File: config.mk
export PLATFORM = sky130hd
export DESIGN_NAME = bus_break_unit
export DESIGN_NICKNAME = d
export VERILOG_FILES = /design/src/rtl/bbu_pkg.sv /design/src/rtl/bbu_channel.sv /design/src/rtl/bbu_regs.sv /design/src/rtl/bbu_seq.sv /design/src/rtl/bus_break_unit.sv
export SDC_FILE = /design/constraint.sdc
export NUM_CORES = 1
export LEC_CHECK = 0
export ABC_AREA = 1
export BUFFER_PORTS_ARGS = -buffer_cell sky130_fd_sc_hd__buf_4
export CORE_ASPECT_RATIO = 0.8
export CORE_MARGIN = 2
export CORE_UTILIZATION = 58
export DETAILED_ROUTE_END_ITERATION = 7
export HOLD_SLACK_MARGIN = 0.06
export PLACE_DENSITY = 0.81
export SLEW_MARGIN = 30
export SYNTH_ARGS = -nofsm -noshare
export SYNTH_HDL_FRONTEND = slang
export SYNTH_SLANG_ARGS = --single-unit
File: constraint.sdc
create_clock -name clk -period 2.09 [get_ports clk]
set_input_delay 0.418 -clock clk [delete_from_list [all_inputs] [get_ports clk]]
set_output_delay 0.418 -clock clk [all_outputs]
set_load 0.02 [all_outputs]
File: src/rtl/bbu_pkg.sv
package bbu_pkg;
  localparam int IDX_W  = 3;
  localparam int CTRL_W = 16;

  // control register bit positions
  localparam int C_FLAG_ACPU = 15;
  localparam int C_FLAG_APER = 14;
  localparam int C_EXT_EN    = 13;
  localparam int C_FLAG_BCPU = 12;
  localparam int C_FLAG_BPER = 11;
  localparam int C_SEQ       = 3;
  localparam int C_AFTER     = 2;
  localparam int C_DCMP      = 1;
  localparam int C_LEGACY    = 0;

  localparam logic [CTRL_W-1:0] FLAG_MASK =
    (16'd1 << C_FLAG_ACPU) | (16'd1 << C_FLAG_APER) |
    (16'd1 << C_FLAG_BCPU) | (16'd1 << C_FLAG_BPER);
  localparam logic [CTRL_W-1:0] CFG_MASK =
    (16'd1 << C_EXT_EN) | (16'd1 << C_SEQ) | (16'd1 << C_AFTER) |
    (16'd1 << C_DCMP) | (16'd1 << C_LEGACY);

  typedef enum logic [1:0] {
    MST_CPU = 2'd0,
    MST_DMA = 2'd1,
    MST_EXT = 2'd2,
    MST_RSV = 2'd3
  } master_e;

  typedef enum logic [IDX_W-1:0] {
    RI_CTRL  = 3'd0,
    RI_AADDR = 3'd1,
    RI_AMASK = 3'd2,
    RI_ACOND = 3'd3,
    RI_BADDR = 3'd4,
    RI_BMASK = 3'd5,
    RI_BCOND = 3'd6,
    RI_BDATA = 3'd7
  } reg_idx_e;

  typedef struct packed {
    logic [1:0] cls;   // [1] peripheral, [0] CPU
    logic [1:0] kind;  // [1] data, [0] fetch
    logic [1:0] dir;   // [1] write, [0] read
  } cond_t;
endpackage

File: src/rtl/bbu_channel.sv
module bbu_channel
  import bbu_pkg::*;
#(
  parameter int W        = 32,
  parameter bit HAS_DATA = 1'b0
) (
  input  logic [W-1:0] ref_addr,
  input  logic [W-1:0] ref_mask,
  input  cond_t        cond,
  input  logic [W-1:0] ref_data,
  input  logic         data_en,
  input  logic         mon_valid,
  input  logic [W-1:0] mon_addr,
  input  logic [W-1:0] mon_data,
  input  logic         mon_write,
  input  logic         mon_fetch,
  input  logic         is_cpu,
  input  logic         is_per,
  output logic         hit_cpu,
  output logic         hit_per
);
  logic addr_ok, dir_ok, kind_ok, data_ok, base;

  always_comb begin
    addr_ok = ((mon_addr ^ ref_addr) & ~ref_mask) == '0;
    dir_ok  = mon_write ? cond.dir[1]  : cond.dir[0];
    kind_ok = mon_fetch ? cond.kind[0] : cond.kind[1];
    data_ok = !(HAS_DATA && data_en) || (mon_data == ref_data);
    base    = mon_valid && addr_ok && dir_ok && kind_ok && data_ok;
    hit_cpu = base && is_cpu && cond.cls[0];
    hit_per = base && is_per && cond.cls[1];
  end
endmodule

File: src/rtl/bbu_regs.sv
module bbu_regs
  import bbu_pkg::*;
#(
  parameter int W = 32
) (
  input  logic              clk,
  input  logic              por_n,
  input  logic              wr_en,
  input  logic [IDX_W-1:0]  idx,
  input  logic [W-1:0]      wdata,
  input  logic              set_acpu,
  input  logic              set_aper,
  input  logic              set_bcpu,
  input  logic              set_bper,
  output logic [CTRL_W-1:0] ctrl,
  output logic [W-1:0]      a_addr,
  output logic [W-1:0]      a_mask,
  output cond_t             a_cond,
  output logic [W-1:0]      b_addr,
  output logic [W-1:0]      b_mask,
  output cond_t             b_cond,
  output logic [W-1:0]      b_data,
  output logic [W-1:0]      rdata
);
  localparam int COND_W = $bits(cond_t);

  logic [CTRL_W-1:0] sets;
  logic [CTRL_W-1:0] wr16;

  always_comb begin
    sets = '0;
    sets[C_FLAG_ACPU] = set_acpu;
    sets[C_FLAG_APER] = set_aper;
    sets[C_FLAG_BCPU] = set_bcpu;
    sets[C_FLAG_BPER] = set_bper;
    wr16 = wdata[CTRL_W-1:0];
  end

  always_ff @(posedge clk or negedge por_n) begin
    if (!por_n) begin
      ctrl   <= '0;
      a_addr <= '0;
      a_mask <= '0;
      a_cond <= '0;
      b_addr <= '0;
      b_mask <= '0;
      b_cond <= '0;
      b_data <= '0;
    end else begin
      if (wr_en && idx == RI_CTRL)
        ctrl <= (wr16 & CFG_MASK) | (ctrl & wr16 & FLAG_MASK) | sets;
      else
        ctrl <= ctrl | sets;
      if (wr_en) begin
        case (reg_idx_e'(idx))
          RI_AADDR: a_addr <= wdata;
          RI_AMASK: a_mask <= wdata;
          RI_ACOND: a_cond <= cond_t'(wdata[COND_W-1:0]);
          RI_BADDR: b_addr <= wdata;
          RI_BMASK: b_mask <= wdata;
          RI_BCOND: b_cond <= cond_t'(wdata[COND_W-1:0]);
          RI_BDATA: b_data <= wdata;
          default: ;
        endcase
      end
    end
  end

  always_comb begin
    case (reg_idx_e'(idx))
      RI_CTRL:  rdata = {{(W-CTRL_W){1'b0}}, ctrl};
      RI_AADDR: rdata = a_addr;
      RI_AMASK: rdata = a_mask;
      RI_ACOND: rdata = {{(W-COND_W){1'b0}}, a_cond};
      RI_BADDR: rdata = b_addr;
      RI_BMASK: rdata = b_mask;
      RI_BCOND: rdata = {{(W-COND_W){1'b0}}, b_cond};
      default:  rdata = b_data;
    endcase
  end
endmodule

File: src/rtl/bbu_seq.sv
module bbu_seq (
  input  logic clk,
  input  logic rst_n,
  input  logic a_hit,
  input  logic b_hit,
  input  logic seq_mode,
  input  logic ctrl_wr,
  input  logic fetch_after,
  input  logic mon_fetch,
  output logic brk_req,
  output logic brk_after,
  output logic armed
);
  logic fire;
  logic arm_nxt;

  always_comb begin
    fire = seq_mode ? (armed && b_hit) : (a_hit || b_hit);
    if (ctrl_wr || !seq_mode)      arm_nxt = 1'b0;
    else if (armed && b_hit)       arm_nxt = 1'b0;
    else if (a_hit)                arm_nxt = 1'b1;
    else                           arm_nxt = armed;
  end

  always_ff @(posedge clk or negedge rst_n) begin
    if (!rst_n) begin
      armed     <= 1'b0;
      brk_req   <= 1'b0;
      brk_after <= 1'b0;
    end else begin
      armed     <= arm_nxt;
      brk_req   <= fire;
      brk_after <= fire && mon_fetch && fetch_after;
    end
  end
endmodule

File: src/rtl/bus_break_unit.sv
module bus_break_unit
  import bbu_pkg::*;
#(
  parameter int W = 32
) (
  input  logic             clk,
  input  logic             por_n,
  input  logic             mrst_n,
  input  logic             reg_wr,
  input  logic [IDX_W-1:0] reg_idx,
  input  logic [W-1:0]     reg_wdata,
  output logic [W-1:0]     reg_rdata,
  input  logic             mon_valid,
  input  logic [W-1:0]     mon_addr,
  input  logic [W-1:0]     mon_data,
  input  logic             mon_write,
  input  logic             mon_fetch,
  input  logic [1:0]       mon_master,
  output logic             brk_req,
  output logic             brk_after
);
  logic [CTRL_W-1:0] ctrl_q;
  logic [W-1:0]      a_addr, a_mask, b_addr, b_mask, b_data;
  cond_t             a_cond, b_cond;
  logic              a_cpu, a_per, b_cpu, b_per;
  logic              is_cpu, is_per, legacy, seq_mode, dcmp, ctrl_wr;
  logic              seq_rst_n, seq_armed;

  always_comb begin
    legacy   = ctrl_q[C_LEGACY];
    seq_mode = ctrl_q[C_SEQ] && !legacy;
    dcmp     = ctrl_q[C_DCMP] && !legacy;
    is_cpu   = master_e'(mon_master) == MST_CPU;
    is_per   = master_e'(mon_master) == MST_DMA ||
               (master_e'(mon_master) == MST_EXT && ctrl_q[C_EXT_EN]);
    ctrl_wr  = reg_wr && reg_idx == RI_CTRL;
    seq_rst_n = por_n && mrst_n;
  end

  bbu_regs #(.W(W)) u_regs (
    .clk      (clk),
    .por_n    (por_n),
    .wr_en    (reg_wr),
    .idx      (reg_idx),
    .wdata    (reg_wdata),
    .set_acpu (a_cpu),
    .set_aper (a_per),
    .set_bcpu (b_cpu),
    .set_bper (b_per),
    .ctrl     (ctrl_q),
    .a_addr   (a_addr),
    .a_mask   (a_mask),
    .a_cond   (a_cond),
    .b_addr   (b_addr),
    .b_mask   (b_mask),
    .b_cond   (b_cond),
    .b_data   (b_data),
    .rdata    (reg_rdata)
  );

  bbu_channel #(.W(W), .HAS_DATA(1'b0)) u_chan_a (
    .ref_addr  (a_addr),
    .ref_mask  (a_mask),
    .cond      (a_cond),
    .ref_data  (b_data),
    .data_en   (1'b0),
    .mon_valid (mon_valid),
    .mon_addr  (mon_addr),
    .mon_data  (mon_data),
    .mon_write (mon_write),
    .mon_fetch (mon_fetch),
    .is_cpu    (is_cpu),
    .is_per    (is_per),
    .hit_cpu   (a_cpu),
    .hit_per   (a_per)
  );

  bbu_channel #(.W(W), .HAS_DATA(1'b1)) u_chan_b (
    .ref_addr  (b_addr),
    .ref_mask  (b_mask),
    .cond      (b_cond),
    .ref_data  (b_data),
    .data_en   (dcmp),
    .mon_valid (mon_valid),
    .mon_addr  (mon_addr),
    .mon_data  (mon_data),
    .mon_write (mon_write),
    .mon_fetch (mon_fetch),
    .is_cpu    (is_cpu),
    .is_per    (is_per),
    .hit_cpu   (b_cpu),
    .hit_per   (b_per)
  );

  bbu_seq u_seq (
    .clk         (clk),
    .rst_n       (seq_rst_n),
    .a_hit       (a_cpu || a_per),
    .b_hit       (b_cpu || b_per),
    .seq_mode    (seq_mode),
    .ctrl_wr     (ctrl_wr),
    .fetch_after (ctrl_q[C_AFTER]),
    .mon_fetch   (mon_fetch),
    .brk_req     (brk_req),
    .brk_after   (brk_after),
    .armed       (seq_armed)
  );
endmodule

==> metrics, run 1 <==
Die Wd 149 um; Synth top area share 0.470; Psw between 3 and 4 mW; CP Cell Sequence buf_8 -> inv_4 -> buf_6 -> nor3_4 -> clkinvlp_4 -> buf_6 -> o211ai_1 -> buf_4; f_max ~470 MHz; synth top area cells dfrtp_1, nand2_1, o21ai_0, inv_1, nor2_1; clock power share 0.308; sequential area share after synthesis 0.470; critical path's largest stage delay around 280 ps; element type at the critical path end output pin; Inserted Clock Buffers 17; wire length per cell roughly 19 um; failing checks negative setup slack; row cnt 42; Reg clk slew, reported paths 70 ps; outcome finished with violations; share of power burned in registers 0.437; Die Y roughly 120 um; Core Region about 17000 um^2; total power between 10 and 15 mW; gpl congestion 0.978; pre-CTS setup slack -102 ps; Post-Synth XOR/XNOR Area 0.0250; # H-tree levels 4; DRT iter0 DRCs roughly 1400; WP data required 1670 ps; RSZ-0062 raised after global routing true; HP Class in -> reg; number of port buffers around 140; post-synthesis mux area share 0.00115; Total Wirelength 32000 um; Synth Area in Adders 0; max_slew headroom 0.663; top-count cell post-synth nand2_1; fin nets around 1600; crit start category input port; top_reg_cell synth dfrtp_1; post-route ant nets 0; root buffer selected by CTS clkbuf_16; Yosys top cell by area dfrtp_1; Syn Area/Cell about 7.4 um^2; Crit path max-delay family buffers and inverters; post-synthesis instance total ~1300; Net Sw Frac 0.336; initial antenna violation count 1; vias 9812; Cell Area, Synth slightly below 10000 um^2; syn nets 1433; later-pin clock latency in the skew report around 440 ps; Worst Path Buf+Inv 6; simple-gate share of the synthesized area 0.236; final hold vios 0; clk sink count around 180; Synth Area in Compound Gates 0.173; critical path fanouts, max 4; #FFs+latches synth ~180; Worst VDD drop ~760 uV; worst setup margin -32.8 ps; Setup Crit Path Kind in -> out; min cycle time layout about 2100 ps; DP HPWL 22400 um; GRT Resource Usage Total 0.361; CTS tree done; GR Overflow Total 0; die area 17900 um^2; first-pass GRT wire length ~50000 um; largest family of logic cells by synthesized area simple AND/OR/NAND/NOR gates; Slew @ Worst Pin around 500 ps; vias per cell roughly 5.7; Final setup viols 3; EDFF count, synth 0; Worst path slowest cell nor3_4; Clock Tree Buf Depth 2; share of layout cells above drive strength 1 0.178; vias in the first global route 9031; # DRC 0; Initial Utilization 0.592; Area Overhead vs Synth 24.7%; final worst-path cycle share 1.02; Setup TNS -60.4 ps; diodes inserted 0; Gate power share 0.255; Power Density 896 nW/um^2; Post-synth ARST share 1.00; CP most frequent cell buf_6; CP arrival about 1700 ps; Unique masters post-synth 33; top cells by count, synth nand2_1, dfrtp_1, inv_1, o21ai_0, nor2_1; final hold slack 255 ps; Boundary Pins roughly 140; Final Max Slew Viols 0; Initial DRT Pass Iterations 7; Pleak ~6.3 nW; Worst Clk Skew between 10 and 15 ps; cell-internal power slightly above 7 mW; max_cap viols 0; largest net degree at the start of global routing 61; Yosys warnings 0
routing by layer:
layer  vias to the layer above  track usage  part of all wire
met5                         -            0           0.00025
met3                        87       0.0921              0.12
met1                      4552        0.508              0.40
li1                       4584            -                 -
met4                         2        0.137             0.031
met2                       587        0.543              0.45
area by class of cell:
class                      count  area [um^2]
fill                        1300         4340
multi-input combinational    910         4410
clock inverter                10          144
sequential                   184         4600
clock buffer                  22          464
timing repair buffer         192         1600
inverter                     185          709
tap                          220          275
power by group through the flow:
stage / clock network (mW) / registers [mW] / logic, mW
after global routing: 3.51 / 4.87 / 3.09
after floorplan: 0 / 4.65 / 1.64
after detailed placement: 0 / 4.80 / 2.64
after global placement: 0 / 4.77 / 2.56
after CTS: 3.36 / 4.75 / 2.69
final: 3.37 / 4.79 / 2.79
worst register-to-register path, stage by stage (launching register included):
cell	delay (ps)
dfrtp_1	420
xnor2_1	180
nor2_1	140
nor3_1	470
nand2_1	110
nor2_1	180
o2111ai_1	160
nand2_1	100
nand2_1	100
nor2_1	100
logic make-up after synthesis:
family / Yosys count
and+or+nand+nor: 586
AOI/OAI and AO/OA: 295
muxes: 1
DFF: 184
xor gates and xnor gates: 28
buffers and inverters: 231
metrics by stage:
| stage | area (um^2) | std cells | util |
|---|---|---|---|
| floorplan | 9790 | 1325 | - |
| global placement | 11300 | 1684 | 0.686 |
| detailed placement | 11300 | 1684 | 0.686 |
| CTS | 12000 | 1718 | 0.726 |
| global route | 12200 | 1723 | 0.738 |
| finish | 12200 | 1723 | 0.738 |
cells in the final DEF (no fill, tap or decap), drive strengths merged:
cell / netlist / routed
o2111ai: 6 / 6
clkinv: 0 / 4
nand3: 32 / 32
clkbuf: 24 / 22
o21a: 1 / 1
dfrtp: 184 / 184
inv: 185 / 184
nor3: 6 / 6
o31ai: 2 / 2
xnor2: 27 / 27
or2: 1 / 1
o211ai: 6 / 6
a221oi: 31 / 31
a22o: 5 / 5
a2111oi: 1 / 1
buf: 22 / 190
o22ai: 28 / 28
dlygate4sd3: 0 / 2
mux2: 1 / 1
xor2: 1 / 1
bufinv: 0 / 3
clkinvlp: 0 / 4
a21oi: 13 / 13
o21ai: 202 / 202
nand4: 7 / 7
nand2: 448 / 448
nor2: 90 / 90
nand3b: 2 / 2
timing repair:
| item | in CTS | in global routing |
|---|---|---|
| setup buffers | 0 | 5 |
| endpoints found under the setup margin | 11 | 19 |
| pin swaps | 1 | 8 |
| hold buffers | 2 | 0 |
| gates resized for setup | 9 | 39 |
| hold endpoints to repair | 43 | 0 |
path summary, 6_finish.rpt:
kind	to	from	depth (start not counted)	slack (ps)
max	reg_rdata[2]	reg_idx[0]	8	-30
min	u_seq.brk_after	mon_fetch	3	260
max reg2reg	u_seq.brk_after	u_regs.a_addr[7]	9	80
min reg2reg	u_regs.a_mask[11]	u_regs.a_mask[11]	2	490
max in group asynchronous	u_regs.a_addr[17]	por_n	3	890
min in group asynchronous	u_seq.brk_req	mrst_n	4	430
state kept, by name, indices dropped and copies added, names as in the netlist:
name / cells
u_regs.a_mask: 32
u_seq.brk_after: 1
u_regs.b_data: 32
u_seq.brk_req: 1
u_regs.ctrl: 9
u_regs.a_addr: 32
u_regs.a_cond: 6
u_regs.b_mask: 32
u_regs.b_cond: 6
u_seq.armed: 1
u_regs.b_addr: 32
(Power assumes the default switching activity.)
==> run 2, diff against run 1 <==
--- a/config.mk
+++ b/config.mk
@@ -13,6 +13,7 @@
 export DETAILED_ROUTE_END_ITERATION = 7
 export HOLD_SLACK_MARGIN = 0.06
 export PLACE_DENSITY = 0.81
+export REMOVE_ABC_BUFFERS = 1
 export SLEW_MARGIN = 30
 export SYNTH_ARGS = -nofsm -noshare
 export SYNTH_HDL_FRONTEND = slang
==> run 2 against run 1 <==
Against the previous run:
- critical path depth shrank 2
- the flow still finishes with violations (negative setup slack)
- combinational power grew 2%
- die area is the same
- final cell count grew 0.17%
- clock power shrank 5%
- fmax shrank 1.7%
- highest routed layer is now met4
- register-to-register slack is essentially flat
- non-clock buffer count grew 3
==> metrics, run 2 (same netlist as run 1, synthesis figures left out) <==
final worst-path cycle share 1.03; HP Class in -> reg; fin nets between 1500 and 2000; FILL cells 1234; met3 WL about 4000 um; max_slew headroom 0.640; RSZ-0062 raised after global routing true; gpl congestion roughly 0.95; Worst VDD drop 622 uV; post-route ant nets 0; pre-CTS setup slack -117 ps; final hold slack 259 ps; Setup TNS -385 ps; CP arrival 1740 ps; DRT iter0 DRCs between 1000 and 1500; Power Density ~870 nW/um^2; Worst path slowest cell dfrtp_1; vias 9998; CP Cell Sequence inv_2 -> o22ai_2 -> a2111oi_2 -> buf_4 -> o21ai_1 -> buf_4; most common cell after layout, fill and taps aside nand2_1; # DRC 0; CP most frequent cell buf_4; reg2reg path depth 13; worst setup margin -69.3 ps; Die Wd between 100 and 150 um; most frequent cells in the layout nand2_1, dfrtp_1, buf_4; number of port buffers about 140; Final Max Slew Viols 0; RR Startpoint u_regs.b_mask[5]; diodes inserted 0; hold path depth 3; # H-tree levels 4; post-route cell area 12500 um^2; Inserted Clock Buffers 17; HP Start reg_wdata[11]; Final setup viols 11; Hold Path End u_regs.ctrl[11]; Pleak about 6.4 nW; Met1 Wirelength between 10000 and 15000 um; register area ~4600 um^2; f_max between 400 and 500 MHz; GR Overflow Total 0; initial antenna violation count 0; wire length per cell roughly 18 um; RR Endpoint u_seq.brk_after; largest net degree at the start of global routing 53; Crit path max-delay family compound AO/OA/AOI/OAI gates; max_cap viols 0; Core Region between 15000 and 20000 um^2; share of layout cells above drive strength 1 0.198; row cnt 42; Initial Utilization 0.592; Multi-input gate area around 4700 um^2; Setup Crit Path Kind reg -> out; outcome finished with violations; min cycle time layout approximately 2200 ps; GRT Resource Usage Total 0.357; Area Overhead vs Synth 27.4%; post-placement cell area approximately 11000 um^2; clk sink count 184; later-pin clock latency in the skew report ~440 ps; Reg clk slew, reported paths around 70 ps; Reg2Reg Setup Slack about 90 ps; Worst Path Buf+Inv 3; critical path fanouts, max 2; root buffer selected by CTS clkbuf_16; vias in the first global route ~9400; crit start category register; Top Layer Used met4; element type at the critical path end output pin; Die Y ~120 um; failing checks negative setup slack; final hold vios 0; DP HPWL roughly 22000 um; met2 WL around 14000 um; vias per cell between 5 and 6; Slew @ Worst Pin 534 ps; Boundary Pins ~140; Initial DRT Pass Iterations 5; WP data required approximately 1700 ps; die area 17900 um^2; critical path's largest stage delay between 400 and 500 ps; Worst Clk Skew 5.95 ps; post-layout util 0.754; first-pass GRT wire length around 49000 um; Total Wirelength roughly 32000 um; Clock Tree Buf Depth 2; CTS tree done
## run 2: cell count changes in the layout (fill, tap and decap cells not counted), sizes merged
| cell | change |
|---|---|
| clkinv | +1 |
| buf | +1 |
| clkinvlp | +1 |
| bufinv | -1 |
| inv | +1 |
## run 2: cell type report
cell class / count / share of cell area
clock buffer: 20 / 0.0366
inverter: 185 / 0.0567
clock inverter: 12 / 0.0101
sequential: 184 / 0.369
multi-input combinational: 910 / 0.373
timing repair buffer: 195 / 0.133
tap: 220 / 0.0221
## run 2: where the power goes
| group | switching [mW] | internal, mW | total, mW |
|---|---|---|---|
| combinational | 1.70 | 1.15 | 2.85 |
| clock | 1.40 | 1.82 | 3.21 |
| sequential | 0.622 | 4.20 | 4.83 |
## run 2: layer usage
metal / vias up / global-route usage
li1: 4609 / -
met1: 4655 / 0.499
met2: 634 / 0.549
met3: 100 / 0.0898
met4: 0 / 0.121
met5: - / 0
## run 2: worst max path at each step
stage | startpoint | end | slack (ps) | depth (start not counted)
final | u_regs.b_mask[5] | reg_rdata[5] | -70 | 6
after global routing | u_regs.b_mask[5] | reg_rdata[5] | -130 | 6
after CTS | u_regs.b_addr[5] | reg_rdata[5] | -40 | 6
after detailed placement | reg_idx[1] | reg_rdata[5] | -120 | 9
after global placement | reg_idx[0] | reg_rdata[5] | -130 | 10
after floorplan | reg_idx[1] | u_regs.b_addr[0] | -270 | 5
## run 2: per-stage QoR
step | cells | power, mW
floorplan | 1279 | 6.26
global placement | 1687 | 7.30
detailed placement | 1687 | 7.40
CTS | 1721 | 10.7
global route | 1726 | 11.4
finish | 1726 | 10.9
## run 2: worst register-to-register path, stage by stage, from the launching register on
cell and delay [ps]:
dfrtp_1 380, inv_2 70, buf_4 130, nand3_1 160
nand2_1 150, nor2_1 160, nand2_1 70, nor2_1 100
nand3_1 90, nor2_1 140, o211ai_1 110, nand2_1 90
nand2_1 120, nor2_1 160
## run 2: timing repair
item / CTS / global route
buffers inserted: 0 / 3
setup endpoints to repair: 31 / 31
gates resized for setup: 38 / 45
hold buffers: 2 / 0
cloned: 0 / 2
endpoints found under the hold margin: 47 / 0
pin swaps: 5 / 15
